[src/rtl/berr_pkg.sv]
package berr_pkg;
  localparam int CNT_W       = 8;
  localparam int NUM_CNT     = 7;
  localparam int CACHE_SLOTS = 4;
  localparam logic [2:0] BUS_SLOT = 3'd6;

  localparam logic [1:0] A_STATUS = 2'd0;
  localparam logic [1:0] A_DATA   = 2'd1;
  localparam logic [1:0] A_CACHE  = 2'd2;
  localparam logic [1:0] A_MEMBUS = 2'd3;

  // Codes 4..7 lock the log
  function automatic logic code_unrec(input logic [2:0] c);
    return c[2];
  endfunction

  function automatic logic code_cor(input logic [2:0] c);
    return (c != 3'd0) && !c[2];
  endfunction

  // Counter slot for an event: pairs (corr, uncorr) per source, bus/fatal last
  function automatic logic [2:0] slot_of(input logic [2:0] c, input logic [1:0] src);
    logic [2:0] base;
    if (c[2] && (c != 3'd4)) return BUS_SLOT;
    case (src)
      2'd0:    base = 3'd0;
      2'd1:    base = 3'd2;
      default: base = 3'd4;
    endcase
    return base + {2'b00, c[2]};
  endfunction

  function automatic logic [CNT_W-1:0] sat_step(input logic [CNT_W-1:0] q);
    return (&q) ? q : q + 1'b1;
  endfunction
endpackage

[src/rtl/berr_classify.sv]
module berr_classify
  import berr_pkg::*;
(
  input  logic               vld,
  input  logic [2:0]         code,
  input  logic [1:0]         src,
  output logic               ev,
  output logic               ev_cor,
  output logic               ev_unc,
  output logic [NUM_CNT-1:0] inc_vec
);
  logic [2:0] slot;

  assign ev     = vld && (code != 3'd0);
  assign ev_cor = vld && code_cor(code);
  assign ev_unc = vld && code_unrec(code);
  assign slot   = slot_of(code, src);

  for (genvar i = 0; i < NUM_CNT; i++) begin : g_sel
    assign inc_vec[i] = ev && (slot == 3'(i));
  end

  always_comb begin

    inc_onehot_chk: assert ($onehot0(inc_vec));
  end
endmodule

[src/rtl/berr_sat_counter.sv]
module berr_sat_counter #(
  parameter int W = berr_pkg::CNT_W
) (
  input  logic         clk,
  input  logic         rst_n,
  input  logic         inc,
  input  logic         ld,
  input  logic [W-1:0] ld_val,
  output logic [W-1:0] q
);
  always_ff @(posedge clk or negedge rst_n) begin
    if (!rst_n)   q <= '0;
    else if (ld)  q <= ld_val;
    else if (inc) q <= berr_pkg::sat_step(q);
  end


  sat_hold_chk: assert property (@(posedge clk) disable iff (!rst_n)
    ((&q) && !ld) |=> (&q));


  idle_hold_chk: assert property (@(posedge clk) disable iff (!rst_n)
    (!ld && !inc) |=> $stable(q));
endmodule

[src/rtl/berr_log.sv]
module berr_log #(
  parameter int TID_W  = 10,
  parameter int RID_W  = 4,
  parameter int DATA_W = 32
) (
  input  logic              clk,
  input  logic              rst_n,
  input  logic              ev,
  input  logic [2:0]        code,
  input  logic [TID_W-1:0]  tid,
  input  logic [RID_W-1:0]  rid,
  input  logic [DATA_W-1:0] data,
  input  logic              rd_status,
  output logic [2:0]        log_code,
  output logic [TID_W-1:0]  log_tid,
  output logic [RID_W-1:0]  log_rid,
  output logic [DATA_W-1:0] log_data,
  output logic              log_vld,
  output logic              frozen,
  output logic              cap
);
  assign cap = ev && (!frozen || rd_status);

  always_ff @(posedge clk or negedge rst_n) begin
    if (!rst_n) begin
      log_code <= '0;
      log_tid  <= '0;
      log_rid  <= '0;
      log_data <= '0;
      log_vld  <= 1'b0;
      frozen   <= 1'b0;
    end else if (cap) begin
      log_code <= code;
      log_tid  <= tid;
      log_rid  <= rid;
      log_data <= data;
      log_vld  <= 1'b1;
      frozen   <= berr_pkg::code_unrec(code);
    end else if (rd_status) begin
      frozen   <= 1'b0;
    end
  end


  frozen_hold_chk: assert property (@(posedge clk) disable iff (!rst_n)
    (frozen && !rd_status) |=> ($stable(log_code) && $stable(log_tid) &&
                                $stable(log_rid) && $stable(log_data) && frozen));


  refreeze_chk: assert property (@(posedge clk) disable iff (!rst_n)
    (ev && rd_status && code[2]) |=> (frozen && log_code == $past(code)));
endmodule

[src/rtl/bus_err_monitor.sv]
module bus_err_monitor
  import berr_pkg::*;
#(
  parameter int TID_W  = 10,
  parameter int RID_W  = 4,
  parameter int DATA_W = 32
) (
  input  logic              clk,
  input  logic              rst_n,
  input  logic              xfer_vld,
  input  logic [2:0]        xfer_code,
  input  logic [1:0]        xfer_src,
  input  logic [TID_W-1:0]  xfer_tid,
  input  logic [RID_W-1:0]  xfer_rid,
  input  logic [DATA_W-1:0] xfer_data,
  input  logic [1:0]        reg_addr,
  input  logic              reg_rd,
  input  logic              reg_wr,
  input  logic [3:0]        reg_wstrb,
  input  logic [31:0]       reg_wdata,
  output logic [31:0]       reg_rdata,
  output logic              cor_irq,
  output logic              unc_irq
);
  localparam int ST_VLD  = 3;
  localparam int ST_FRZ  = 4;
  localparam int ST_RID  = 8;
  localparam int ST_TID  = ST_RID + RID_W;

  logic               ev, ev_cor, ev_unc;
  logic [NUM_CNT-1:0] inc_vec;
  logic               full_wr, ld_cache, ld_mem, rd_status;
  logic [CNT_W-1:0]   cnt [NUM_CNT];

  logic [2:0]         log_code;
  logic [TID_W-1:0]   log_tid;
  logic [RID_W-1:0]   log_rid;
  logic [DATA_W-1:0]  log_data;
  logic               log_vld, frozen, cap;
  logic [31:0]        status_w, data_w, cache_w, mem_w;

  berr_classify u_cls (
    .vld(xfer_vld), .code(xfer_code), .src(xfer_src),
    .ev(ev), .ev_cor(ev_cor), .ev_unc(ev_unc), .inc_vec(inc_vec)
  );

  assign full_wr   = reg_wr && (&reg_wstrb);
  assign ld_cache  = full_wr && (reg_addr == A_CACHE);
  assign ld_mem    = full_wr && (reg_addr == A_MEMBUS);
  assign rd_status = reg_rd && (reg_addr == A_STATUS);

  for (genvar i = 0; i < NUM_CNT; i++) begin : g_cnt
    if (i < CACHE_SLOTS) begin : g_cache
      berr_sat_counter #(.W(CNT_W)) u_c (
        .clk(clk), .rst_n(rst_n), .inc(inc_vec[i]), .ld(ld_cache),
        .ld_val(reg_wdata[CNT_W*i +: CNT_W]), .q(cnt[i])
      );
    end else begin : g_mem
      berr_sat_counter #(.W(CNT_W)) u_c (
        .clk(clk), .rst_n(rst_n), .inc(inc_vec[i]), .ld(ld_mem),
        .ld_val(reg_wdata[CNT_W*(i-CACHE_SLOTS) +: CNT_W]), .q(cnt[i])
      );
    end
  end

  berr_log #(.TID_W(TID_W), .RID_W(RID_W), .DATA_W(DATA_W)) u_log (
    .clk(clk), .rst_n(rst_n), .ev(ev), .code(xfer_code),
    .tid(xfer_tid), .rid(xfer_rid), .data(xfer_data), .rd_status(rd_status),
    .log_code(log_code), .log_tid(log_tid), .log_rid(log_rid),
    .log_data(log_data), .log_vld(log_vld), .frozen(frozen), .cap(cap)
  );

  always_ff @(posedge clk or negedge rst_n) begin
    if (!rst_n) begin
      cor_irq <= 1'b0;
      unc_irq <= 1'b0;
    end else begin
      cor_irq <= ev_cor;
      unc_irq <= ev_unc;
    end
  end

  always_comb begin
    status_w = '0;
    status_w[2:0]              = log_code;
    status_w[ST_VLD]           = log_vld;
    status_w[ST_FRZ]           = frozen;
    status_w[ST_RID +: RID_W]  = log_rid;
    status_w[ST_TID +: TID_W]  = log_tid;
    data_w  = 32'(log_data);
    cache_w = {cnt[3], cnt[2], cnt[1], cnt[0]};
    mem_w   = {8'h00, cnt[6], cnt[5], cnt[4]};
  end

  always_comb begin
    case (reg_addr)
      A_STATUS: reg_rdata = status_w;
      A_DATA:   reg_rdata = data_w;
      A_CACHE:  reg_rdata = cache_w;
      default:  reg_rdata = mem_w;
    endcase
  end


  irq_excl_chk: assert property (@(posedge clk) disable iff (!rst_n)
    !(cor_irq && unc_irq));


  partial_wr_chk: assert property (@(posedge clk) disable iff (!rst_n)
    (reg_wr && !(&reg_wstrb) && !ev) |=> ($stable(cache_w) && $stable(mem_w)));


  capture_chk: assert property (@(posedge clk) disable iff (!rst_n)
    cap |=> (log_vld && log_tid == $past(xfer_tid) && log_rid == $past(xfer_rid)));
endmodule

[config.mk]
export PLATFORM = sky130hd
export DESIGN_NAME = bus_err_monitor
export DESIGN_NICKNAME = d
export VERILOG_FILES = /design/src/rtl/berr_pkg.sv /design/src/rtl/berr_classify.sv /design/src/rtl/berr_sat_counter.sv /design/src/rtl/berr_log.sv /design/src/rtl/bus_err_monitor.sv
export SDC_FILE = /design/constraint.sdc
export NUM_CORES = 1
export LEC_CHECK = 0
export ABC_AREA = 1
export BUFFER_PORTS_ARGS = -buffer_cell sky130_fd_sc_hd__buf_2
export CORE_MARGIN = 3
export CORE_UTILIZATION = 40
export DETAILED_ROUTE_END_ITERATION = 10
export HOLD_SLACK_MARGIN = 0.08
export SLEW_MARGIN = 5
export SYNTH_ARGS = -nofsm -noshare
export SYNTH_HDL_FRONTEND = slang
export SYNTH_SLANG_ARGS = --single-unit
[constraint.sdc]
create_clock -name clk -period 1.6 [get_ports clk]
set_input_delay 0.08 -clock clk [delete_from_list [all_inputs] [get_ports clk]]
set_output_delay 0.08 -clock clk [all_outputs]
set_load 0.02 [all_outputs]
==> impl_summary.txt, run 1 <==
----------------------------------------------------
[Run status]
  Result of the run ... completed

[Synth]
  Syn_area_per_cell ... ~7 µm²
  Cell types occupying the most area after synthesis ... sky130_fd_sc_hd__dfrtp_1 (41%), sky130_fd_sc_hd__nand2_1 (27%), sky130_fd_sc_hd__nand3_1 (6.1%)
  Area share of the leading cell type in the synthesized netlist ... between 40% and 50%
  Post-synth top area cell ... sky130_fd_sc_hd__dfrtp_1
  Number of enable-type register cells in the synthesized netlist ... 0
  Synth cell count leaders ... sky130_fd_sc_hd__nand2_1 (473), sky130_fd_sc_hd__dfrtp_1 (109), sky130_fd_sc_hd__nand3_1 (81)
  Cell with the most instances after synthesis ... sky130_fd_sc_hd__nand2_1
  Synth cell types ... 33
  Flip-flop cell with the highest count after synthesis ... sky130_fd_sc_hd__dfrtp_1
  Fraction of registers with async set or reset after synthesis ... 100%
  Cell area after synthesis ... 6630 µm²
  Synthesis Warnings ... 0
  Post-Syn Instances ... between 900 and 1000
  Sequential cell area fraction in the yosys report ... approximately two fifths
  Register bit total from synthesis ... ~110
  Post-Syn Nets ... 1075

[Clock tree]
  Worst skew pair latency ... between 0.3 and 0.4 ns
  Total clock sinks ... 109
  Level count of the clock H-tree ... 3
  Clock-pin slew of the registers on the worst-case setup and hold paths ... approximately 0.080 ns
  Clock Root Buffer ... sky130_fd_sc_hd__clkbuf_16
  TritonCTS clock tree ... done
  Num CTS Buffers ... 9
  Worst-case clock buffer depth ... 2

[Min path]
  Hold Startpoint ... reg_wdata[10]
  Worst min-delay path category ... primary input to flop
  Cell count of the worst hold path ... 5
  Hold EP ... g_cnt[5].g_mem.u_c.q[2]

[GRT]
  Wire length of the first global-routing pass ... between 30 and 40 mm
  Largest net degree at the start of global routing ... 58
  Antenna violations before repair ... 0
  Total routing usage reported by global routing ... between 20% and 30%
  Via count of the first global-routing pass ... 6401
  Congestion Overflow GR ... 0

[Route]
  Total wire length after detailed routing ... between 20 and 25 mm
  Initial detailed-routing violation count ... between 500 and 600
  Antenna Nets Post-Route ... 0
  Routed vias ... 6868
  Via count normalized by instance count ... ~4.9
  Average routed wire per standard cell ... roughly 15 µm
  Drt drc ... 0
  Drt pass-1 iters ... 5

[Setup path]
  Crit path top cell by count ... sky130_fd_sc_hd__nand2_1
  FF-to-FF End ... g_cnt[5].g_mem.u_c.q[5]
  Critical R2R Launch ... g_cnt[5].g_mem.u_c.q[1]
  Critical path type ... flop to flop
  Critical Path Source Type ... flop
  Top fanout value on the critical path ... 8
  Worst-path cell with the longest stage delay ... sky130_fd_sc_hd__dfrtp_1
  Worst Reg2Reg Path Length in Cells ... 7
  Required time at the endpoint of the critical path ... roughly 1.9 ns
  Cells traversed along the worst timing path ... ha_1 -> nand3_1 -> nor3_1 -> o21ai_2 -> buf_4 -> nand2_1 -> nand2_1
  CP max stage delay ... slightly below 0.4 ns
  Endpoint kind of the worst setup timing path ... flop
  R2R Setup Slk ... between 0.09 and 0.1 ns
  Arrival time of the worst setup path ... ~1.8 ns

[Timing]
  Final-report max-slew violation count ... 0
  Fin worst setup slack ... between 0.09 and 0.1 ns
  Skew final ... roughly 0.0044 ns
  Crit path time final ... 1.50 ns
  Unrepaired setup endpoints after global routing ... false
  Max-slew headroom at the worst pin ... around three quarters
  Slew @ Worst Pin ... ~0.35 ns
  Final TNS setup ... 0 ns
  Count of endpoints failing setup in the final report ... 0
  Number of hold-slack violations in the final timing report ... 0
  Final critical-path share of the clock period ... 93.9%
  Max Freq ... roughly 0.67 GHz

[Final layout]
  Post-layout util ... 54.4%
  Sequential Area ... around 2700 µm²
  Design area ... around 8700 µm²
  Final layout net count ... roughly 1300
  Layout cells sized above 1 ... between 10% and 20%
  Multi-input gate area in the final layout ... between 3000 and 4000 µm²
  Area delta synth->final ... 31.6%
  Final antenna diode count ... 0
  # fillers ... around 1600

[Power]
  VDD IR-drop max ... roughly 0.59 mV
  Total power of the final layout ... approximately 9.4 mW
  Total power per unit cell area ... ~1100 nW/µm²
  Leakage dissipation ... approximately 4.6 nW

[Place]
  DP Area ... around 7600 µm²
  Dpl hpwl ... 15.3 mm
  Setup slack at placement ... a little over 0.09 ns
  Routability congestion estimate from global placement ... between 0.9 and 1
  Number of buffer cells added on primary ports ... 127

[Floorplan]
  Number of cell rows ... between 40 and 50
  Die ar. ... roughly 18000 µm²
  Initial Util ... about two fifths
  Top-Level Pins ... ~130
  Horizontal die dimension ... around 130 µm
  Die outline height ... 135 µm
  Core area ... approximately 16000 µm²

[Run]
  Max-capacitance violation count ... 0

----------------------------------------------------
[through the flow]
step           hold slack, ns  instances
2_1_floorplan          -0.216        974
3_3_place_gp          -0.0156       1314
3_5_place_dp          -0.0137       1314
4_1_cts                0.0974       1406
5_1_grt                 0.127       1409
6_report                0.103       1409
[cell usage in the layout, fill, tap and decap left out, drive strengths merged]
master       synthesis  final
or2                  2      2
o221ai               5      5
inv                 81     86
nand2              484    484
o22ai                1      1
dlygate4sd3          0     77
nor3                 6      6
o21ai               77     77
xor2                19     19
nand3               83     83
a21oi                8      8
dfrtp              109    109
clkbuf               4      9
buf                 31    162
nand3b               1      1
clkinv               1      2
nor2                42     42
nand4                9      9
ha                   7      7
o2111ai              4      4
[how the worst max path moves through the flow]
stage | from | end | slack [ns] | cells past startpoint
after floorplan | g_cnt[2].g_cache.u_c.q[0] | g_cnt[2].g_cache.u_c.q[3] | 0.22 | 9
after global placement | reg_addr[1] | reg_rdata[1] | 0.15 | 9
after detailed placement | g_cnt[6].g_mem.u_c.q[0] | g_cnt[6].g_mem.u_c.q[5] | 0.09 | 8
after CTS | g_cnt[2].g_cache.u_c.q[3] | reg_rdata[19] | 0.02 | 5
after global routing | g_cnt[0].g_cache.u_c.q[1] | g_cnt[0].g_cache.u_c.q[4] | 0.00008 | 7
final | g_cnt[5].g_mem.u_c.q[1] | g_cnt[5].g_mem.u_c.q[5] | 0.1 | 7
[metal layers]
metal / share of wire, % / vias to the layer above / global-route usage [%]
met5: 0 / - / 0
met4: 1.8 / 0 / 5.37
met3: 5.2 / 25 / 3.99
met2: 44 / 219 / 34.7
met1: 49 / 3122 / 35.0
li1: - / 3502 / -
[repair_timing]
action | 4_1_cts | 5_1_grt
endpoints found under the hold margin | 194 | 0
hold buffers | 77 | 0
setup endpoints to repair | 2 | 15
setup buffers | 0 | 3
resized for setup | 3 | 14
[state kept, by name (all words and copies together), names as in the netlist]
name,cells
cor_irq,1
g_cnt.g_cache.u_c.q,32
g_cnt.g_mem.u_c.q,24
u_log.frozen,1
u_log.log_code,3
u_log.log_data,32
u_log.log_rid,4
u_log.log_tid,10
u_log.log_vld,1
unc_irq,1
[kinds of logic after synthesis]
group	synth area share, %
AO/OA/AOI/OAI	7.81
adder cells (fa/ha/maj)	1.32
flip-flops	41.1
XOR/XNOR	2.51
buffers and inverters	8.37
AND/OR/NAND/NOR	38.9
[critical path: cells and delay by family, from the launching register on]
kind            cells  cell delay, ns
compound gates      1            0.11
flops               1            0.39
fa+ha+maj           1            0.20
simple gates        4            0.53
buf+inv             1            0.18
[final cells by class]
type,instances,area share (%)
timing repair buffer,239,20.0
tap,216,3.09
inverter,82,3.64
clock inverter,6,0.716
multi-input combinational,748,38.7
clock buffer,9,2.58
sequential,109,31.3
[report_power, final]
| group | internal, mW | switching [mW] |
|---|---|---|
| Combinational | 1.30 | 1.77 |
| Clock | 1.10 | 1.17 |
| Sequential | 3.43 | 0.626 |
Note: power is estimated with default switching activity, not from simulation.
==> run 2, diff against run 1 <==
Settings changed: CORE_ASPECT_RATIO set to 1.1, CORE_UTILIZATION 40 to 30.
==> run 2 against run 1 <==
Hold slack gained 0.0013 ns. Via count up 0.87%. Setup slack lost 0.064 ns. First-iteration DRC count shrank 1.6%. Fmax shrank 4.1%. Non-clock buffer count increased by 2. Clock skew increased by 0.0061 ns. Sequential cell count stayed put. Combinational power about the same. Clock-buffer cell count rose by 1. Clock power is 13% higher. Global-route usage is 4.8 points lower. Highest routed layer unchanged.
==> impl_summary.txt, run 2 (synthesis gave the netlist of run 1 again) <==
----------------------------------------------------
[Power]
  Leakage dissipation ... 4.63 nW (+0.59%)
  Total power per unit cell area ... 1090 nW/µm² (+1.5%)
  VDD IR-drop max ... 0.484 mV (-19%)

[Timing]
  Max Freq ... 0.638 GHz (-4.1%)
  Final critical-path share of the clock period ... 98.0% (+4.0 points)
  Slew @ Worst Pin ... 0.543 ns (+0.197 ns)
  Number of hold-slack violations in the final timing report ... 0 (unchanged)
  Crit path time final ... 1.57 ns (+0.0645 ns)
  Count of endpoints failing setup in the final report ... 0 (unchanged)
  Final-report max-slew violation count ... 0 (unchanged)
  Max-slew headroom at the worst pin ... 63.8% (-13 points)
  Skew final ... 0.0105 ns (+0.00607 ns)
  Final TNS setup ... 0 ns (unchanged)
  Unrepaired setup endpoints after global routing ... true

[Clock tree]
  Clock-pin slew of the registers on the worst-case setup and hold paths ... 0.08 ns (about the same)
  Total clock sinks ... 109 (unchanged)
  Worst skew pair latency ... 0.36 ns (about the same)
  Clock Root Buffer ... sky130_fd_sc_hd__clkbuf_16
  Level count of the clock H-tree ... 3 (unchanged)
  Num CTS Buffers ... 9 (unchanged)
  TritonCTS clock tree ... done
  Worst-case clock buffer depth ... 2 (unchanged)

[Route]
  Initial detailed-routing violation count ... 541 (-1.6%)
  Routed vias ... 6928 (+0.87%)
  Via count normalized by instance count ... 4.66 (-4.4%)
  Drt drc ... 0 (unchanged)
  Average routed wire per standard cell ... 14.8 µm (+1.6%)
  Drt pass-1 iters ... 5 (unchanged)
  Total wire length after detailed routing ... 22.0 mm (+7.3%)
  Antenna Nets Post-Route ... 0 (unchanged)

[Setup path]
  Worst Reg2Reg Path Length in Cells ... 9 (+2)
  Critical R2R Launch ... g_cnt[2].g_cache.u_c.q[0]
  Top fanout value on the critical path ... 4 (-4)
  FF-to-FF End ... g_cnt[2].g_cache.u_c.q[0]
  Arrival time of the worst setup path ... 1.49 ns (-0.28 ns)
  Endpoint kind of the worst setup timing path ... output pin
  Critical path type ... flop to output pin
  R2R Setup Slk ... 0.11 ns (about the same)
  Critical Path Source Type ... flop
  Required time at the endpoint of the critical path ... 1.52 ns (-0.34 ns)

[Floorplan]
  Top-Level Pins ... 128 (unchanged)
  Horizontal die dimension ... 148 µm (+9.6%)
  Initial Util ... 30.8% (-10 points)
  Number of cell rows ... 56 (+22%)
  Die ar. ... 23900 µm² (+32%)
  Core area ... 21500 µm² (+34%)
  Die outline height ... 162 µm (+20%)

[Final layout]
  Most common cell after layout, fill and taps aside ... sky130_fd_sc_hd__nand2_1
  Registers with the most flip-flops ... g_cnt.g_cache.u_c.q x32, u_log.log_data x32, g_cnt.g_mem.u_c.q x24
  Final layout net count ... 1292 (+0.16%)
  Area delta synth->final ... 34.3%
  Layout cells sized above 1 ... 18.2% (+0.62 points)
  Design area ... 8910 µm² (+2.1%)
  Most frequent cells in the layout ... sky130_fd_sc_hd__nand2_1 (473), sky130_fd_sc_hd__buf_2 (126), sky130_fd_sc_hd__dfrtp_1 (108)

[GRT]
  Wire length of the first global-routing pass ... 35.0 mm (+5.3%)
  Via count of the first global-routing pass ... 6630 (+3.6%)
  Antenna violations before repair ... 1 (+1)
  Largest net degree at the start of global routing ... 43 (-26%)
  Total routing usage reported by global routing ... 18.4% (-4.8 points)
  Congestion Overflow GR ... 0 (unchanged)

[Place]
  Routability congestion estimate from global placement ... 0.911 (-0.36%)
  Dpl hpwl ... 16.6 mm (+8.5%)
  DP Area ... 7700 µm² (+1.1%)
  Number of buffer cells added on primary ports ... 127 (unchanged)

[Run]
  Max-capacitance violation count ... 0 (unchanged)

[Min path]
  Hold EP ... g_cnt[1].g_cache.u_c.q[7]
  Hold Startpoint ... reg_wdata[15]
  Worst min-delay path category ... primary input to flop
  Cell count of the worst hold path ... 5 (unchanged)

[Run status]
  Result of the run ... completed

----------------------------------------------------
run 2: changes by cell type in the layout (fill, tap and decap cells not counted), moves of 2 or more:
cell | previous run | this run
sky130_fd_sc_hd__nor2_2 | 2 | 5
sky130_fd_sc_hd__inv_2 | 5 | 3
sky130_fd_sc_hd__inv_6 | 5 | 3
sky130_fd_sc_hd__bufinv_16 | 0 | 2
sky130_fd_sc_hd__dlygate4sd3_1 | 77 | 75
sky130_fd_sc_hd__ha_1 | 7 | 5
sky130_fd_sc_hd__ha_2 | 0 | 2
sky130_fd_sc_hd__nand2_2 | 9 | 7
sky130_fd_sc_hd__clkinv_4 | 1 | 4
sky130_fd_sc_hd__buf_4 | 31 | 33
sky130_fd_sc_hd__nor2_1 | 37 | 35
run 2: worst max-delay path by stage:
stage,start,end,slack (ns),cells after the start
2_1_floorplan,g_cnt[2].g_cache.u_c.q[0],g_cnt[2].g_cache.u_c.q[3],0.22,9
3_3_place_gp,g_cnt[5].g_mem.u_c.q[1],g_cnt[5].g_mem.u_c.q[1],0.11,7
3_5_place_dp,g_cnt[6].g_mem.u_c.q[0],g_cnt[6].g_mem.u_c.q[7],0.04,8
4_1_cts,g_cnt[2].g_cache.u_c.q[3],reg_rdata[19],0.01,5
5_1_grt,g_cnt[2].g_cache.u_c.q[3],reg_rdata[19],-0.04,5
6_report,g_cnt[1].g_cache.u_c.q[6],reg_rdata[14],0.03,5
run 2: per-layer routing:
layer | track usage, % | vias to the layer above | part of all wire [%]
met4 | 5.76 | 0 | 2.4
li1 | - | 3514 | -
met1 | 25.1 | 3195 | 46
met3 | 3.24 | 33 | 5.0
met5 | 0 | - | 0
met2 | 29.8 | 186 | 46
run 2: cell type report:
class	instances	area, µm²
fillers	2252	12600
inverters	82	323
multi-input cells	748	3390
well taps	290	363
flip-flops and latches	109	2730
clock buffers	10	239
diodes	1	2.50
repair buffers	241	1770
clock inverters	6	95.1
run 2: critical path, stage by stage, from the launching register on:
cell                      delay, ns
sky130_fd_sc_hd__dfrtp_1       0.42
sky130_fd_sc_hd__inv_1         0.11
sky130_fd_sc_hd__o21ai_0       0.09
sky130_fd_sc_hd__a21oi_1       0.23
sky130_fd_sc_hd__o21ai_1       0.12
sky130_fd_sc_hd__buf_2         0.17
run 2: per-stage QoR:
step | total power, mW | util [%] | worst slack [ns] | instances | hold slack, ns
floorplan | 5.88 | - | 0.218 | 974 | -0.216
global placement | 6.90 | 35.8 | 0.107 | 1388 | 0.0923
detailed placement | 6.94 | 35.8 | 0.0376 | 1388 | 0.0935
CTS | 9.69 | 40.9 | 0.0124 | 1479 | 0.0820
global route | 10.4 | 41.4 | -0.0371 | 1487 | 0.113
finish | 9.72 | 41.4 | 0.0324 | 1487 | 0.104
run 2: report_power, final:
| group | switching, mW | internal, mW |
|---|---|---|
| clock | 1.13 | 1.43 |
| sequential | 0.653 | 3.43 |
| combinational | 1.77 | 1.31 |
| total | 3.55 | 6.18 |
run 2: what timing repair did:
item | 4_1_cts | 5_1_grt
hold buffers | 75 | 0
gates cloned | 0 | 1
setup buffers | 0 | 6
endpoints found under the hold margin | 116 | 0
pin swaps | 0 | 1
setup endpoints to repair | 3 | 71
gates resized for setup | 4 | 18
==> run 3, diff against run 2 <==
Settings changed: CELL_PAD_IN_SITES_DETAIL_PLACEMENT set to 1, CELL_PAD_IN_SITES_GLOBAL_PLACEMENT set to 2, CORE_ASPECT_RATIO 1.1 to 1.75, PLACE_DENSITY_LB_ADDON set to 0.1, REMOVE_ABC_BUFFERS set to 1.
==> run 3 against run 2 <==
Cell count rose by 0.87%. Register-to-register slack about the same. Clock power down 18%. First-iteration DRC count fell by 65%. Largest power group unchanged. Die area rose by 0.28%.
==> impl_summary.txt, run 3 (synthesis gave the netlist of run 1 again) <==
----------------------------------------------------
[Run status]
  Result of the run ... completed

[GRT]
  Via count of the first global-routing pass ... 7605 (+15%)
  Largest net degree at the start of global routing ... 71 (+65%)
  Wire length of the first global-routing pass ... 40.4 mm (+15%)
  Antenna violations before repair ... 1 (unchanged)
  Total routing usage reported by global routing ... 21.4% (+3.1 points)
  Congestion Overflow GR ... 0 (unchanged)

[Run]
  Max-capacitance violation count ... 0 (unchanged)

[Power]
  Switching share of total power ... 37.3% (+0.88 points)
  Clock network fraction of design power ... 22.3% (-4.0 points)
  Switching Power ... 3.51 mW (-0.97%)
  Internal power contribution ... 5.89 mW (-4.6%)
  Combinational group share of total power ... 35.2% (+3.5 points)
  Total power per unit cell area ... 1050 nW/µm² (-3.4%)
  Leakage dissipation ... 4.64 nW (+0.34%)
  Sequential share of power ... 42.5% (+0.5 points)
  VDD IR-drop max ... 0.483 mV (about the same)

[Setup path]
  Worst Reg2Reg Path Length in Cells ... 7 (-2)
  Endpoint kind of the worst setup timing path ... output pin
  R2R Setup Slk ... 0.11 ns (about the same)
  FF-to-FF End ... g_cnt[1].g_cache.u_c.q[2]
  Critical R2R Launch ... g_cnt[1].g_cache.u_c.q[1]
  Critical Path Source Type ... flop
  Arrival time of the worst setup path ... 1.45 ns (-0.04 ns)
  Required time at the endpoint of the critical path ... 1.52 ns (about the same)
  Critical path type ... flop to output pin
  Top fanout value on the critical path ... 3 (-1)

[Final layout]
  Post-layout util ... 41.3% (-0.11 points)
  Area delta synth->final ... 34.5% (about the same)
  Most common cell after layout, fill and taps aside ... sky130_fd_sc_hd__nand2_1
  Final layout net count ... 1308 (+1.2%)
  Most frequent cells in the layout ... sky130_fd_sc_hd__nand2_1 (472), sky130_fd_sc_hd__buf_2 (126), sky130_fd_sc_hd__dfrtp_1 (108)
  Final antenna diode count ... 0 (-1)
  Registers with the most flip-flops ... g_cnt.g_cache.u_c.q x32, u_log.log_data x32, g_cnt.g_mem.u_c.q x24
  Layout cells sized above 1 ... 19.0% (+0.81 points)

[Floorplan]
  Die outline height ... 203 µm (+25%)
  Initial Util ... 30.7% (-0.11 points)
  Number of cell rows ... 71 (+27%)
  Top-Level Pins ... 128 (unchanged)
  Die ar. ... 24000 µm² (+0.28%)
  Horizontal die dimension ... 118 µm (-20%)
  Core area ... 21600 µm² (+0.36%)

[Timing]
  Slew @ Worst Pin ... 0.514 ns (-0.0294 ns)
  Max Freq ... 0.655 GHz (+2.7%)
  Final-report max-slew violation count ... 0 (unchanged)
  Final TNS setup ... 0 ns (unchanged)
  Final critical-path share of the clock period ... 95.4% (-2.6 points)
  Number of hold-slack violations in the final timing report ... 0 (unchanged)
  Max-slew headroom at the worst pin ... 65.7% (+2.0 points)
  Worst hold-check slack ... 0.0862 ns (-0.0181 ns)
  Count of endpoints failing setup in the final report ... 0 (unchanged)
  Unrepaired setup endpoints after global routing ... true
  Skew final ... 0.00760 ns (-0.00292 ns)
  Crit path time final ... 1.53 ns (-0.0414 ns)

[Min path]
  Cell count of the worst hold path ... 5 (unchanged)
  Worst min-delay path category ... primary input to flop
  Hold Startpoint ... reg_wdata[13]
  Hold EP ... g_cnt[5].g_mem.u_c.q[5]

[Clock tree]
  Level count of the clock H-tree ... 3 (unchanged)
  Worst-case clock buffer depth ... 2 (unchanged)
  Total clock sinks ... 109 (unchanged)
  TritonCTS clock tree ... done
  Clock Root Buffer ... sky130_fd_sc_hd__clkbuf_16
  Num CTS Buffers ... 9 (unchanged)
  Worst skew pair latency ... 0.36 ns (about the same)
  Clock-pin slew of the registers on the worst-case setup and hold paths ... 0.08 ns (about the same)

[Route]
  Total wire length after detailed routing ... 25.2 mm (+15%)
  Drt pass-1 iters ... 4 (-1)
  Initial detailed-routing violation count ... 189 (-65%)
  Average routed wire per standard cell ... 16.8 µm (+14%)
  Via count normalized by instance count ... 4.71 (+1.1%)
  Routed vias ... 7067 (+2.0%)
  Drt drc ... 0 (unchanged)
  Antenna Nets Post-Route ... 0 (unchanged)

[Place]
  Dpl hpwl ... 18.7 mm (+13%)
  Number of buffer cells added on primary ports ... 127 (unchanged)
  Routability congestion estimate from global placement ... 0.827 (-9.2%)

----------------------------------------------------
-- run 3: stage by stage --
| step | total power [mW] | worst slack, ns | instances | area [µm²] |
|---|---|---|---|---|
| final | 9.40 | 0.0739 | 1500 | 8920 |
| after floorplan | 5.82 | -0.528 | 939 | 6400 |
| after CTS | 9.42 | 0.00744 | 1491 | 8800 |
| after detailed placement | 7.14 | 0.0308 | 1405 | 7820 |
| after global routing | 10.1 | -0.0272 | 1500 | 8920 |
| after global placement | 7.09 | 0.0444 | 1405 | 7820 |
-- run 3: repair_timing --
action,4_1_cts,5_1_grt
pin swaps,0,4
resized for setup,1,19
hold endpoints to repair,188,0
endpoints found under the setup margin,1,35
hold buffers,74,0
cloned,0,0
buffers inserted,0,10
-- run 3: per-layer routing --
layer / global-route usage, % / vias to the layer above / wire [µm]
li1: - / 3519 / -
met1: 24.1 / 3391 / 10100
met2: 40.7 / 122 / 13600
met3: 3.23 / 33 / 834
met4: 7.46 / 2 / 634
met5: 0 / - / 15
-- run 3: worst max-delay path: stages, from the launching register on --
cell                      delay [ns]
sky130_fd_sc_hd__dfrtp_1        0.40
sky130_fd_sc_hd__inv_1          0.08
sky130_fd_sc_hd__o21ai_0        0.11
sky130_fd_sc_hd__a21oi_2        0.18
sky130_fd_sc_hd__o21ai_0        0.14
sky130_fd_sc_hd__buf_2          0.18
-- run 3: how the worst max path moves through the flow --
stage                                    from                 endpoint  depth (start not counted)
floorplan                         reg_addr[1]       u_log.log_data[27]                          6
global placement      g_cnt[6].g_mem.u_c.q[0]  g_cnt[6].g_mem.u_c.q[6]                          8
detailed placement    g_cnt[6].g_mem.u_c.q[0]  g_cnt[6].g_mem.u_c.q[6]                          8
CTS                   g_cnt[6].g_mem.u_c.q[0]  g_cnt[6].g_mem.u_c.q[6]                          8
global route          g_cnt[5].g_mem.u_c.q[0]  g_cnt[5].g_mem.u_c.q[2]                          7
finish              g_cnt[0].g_cache.u_c.q[1]             reg_rdata[1]                          5
-- run 3: final cells by class --
class                   count  area [µm²]
clock buffers              12         236
flip-flops and latches    109        2730
fillers                  2805       12700
well taps                 292         365
multi-input cells         748        3410
repair buffers            257        1860
inverters                  82         318
-- run 3: power by group through the flow --
stage | clock network, mW | registers, mW | logic, mW
after floorplan | 0 | 3.95 | 1.87
after global placement | 0 | 4.02 | 3.07
after detailed placement | 0 | 4.04 | 3.10
after CTS | 2.17 | 3.99 | 3.27
after global routing | 2.26 | 4.10 | 3.79
final | 2.10 | 3.99 | 3.31
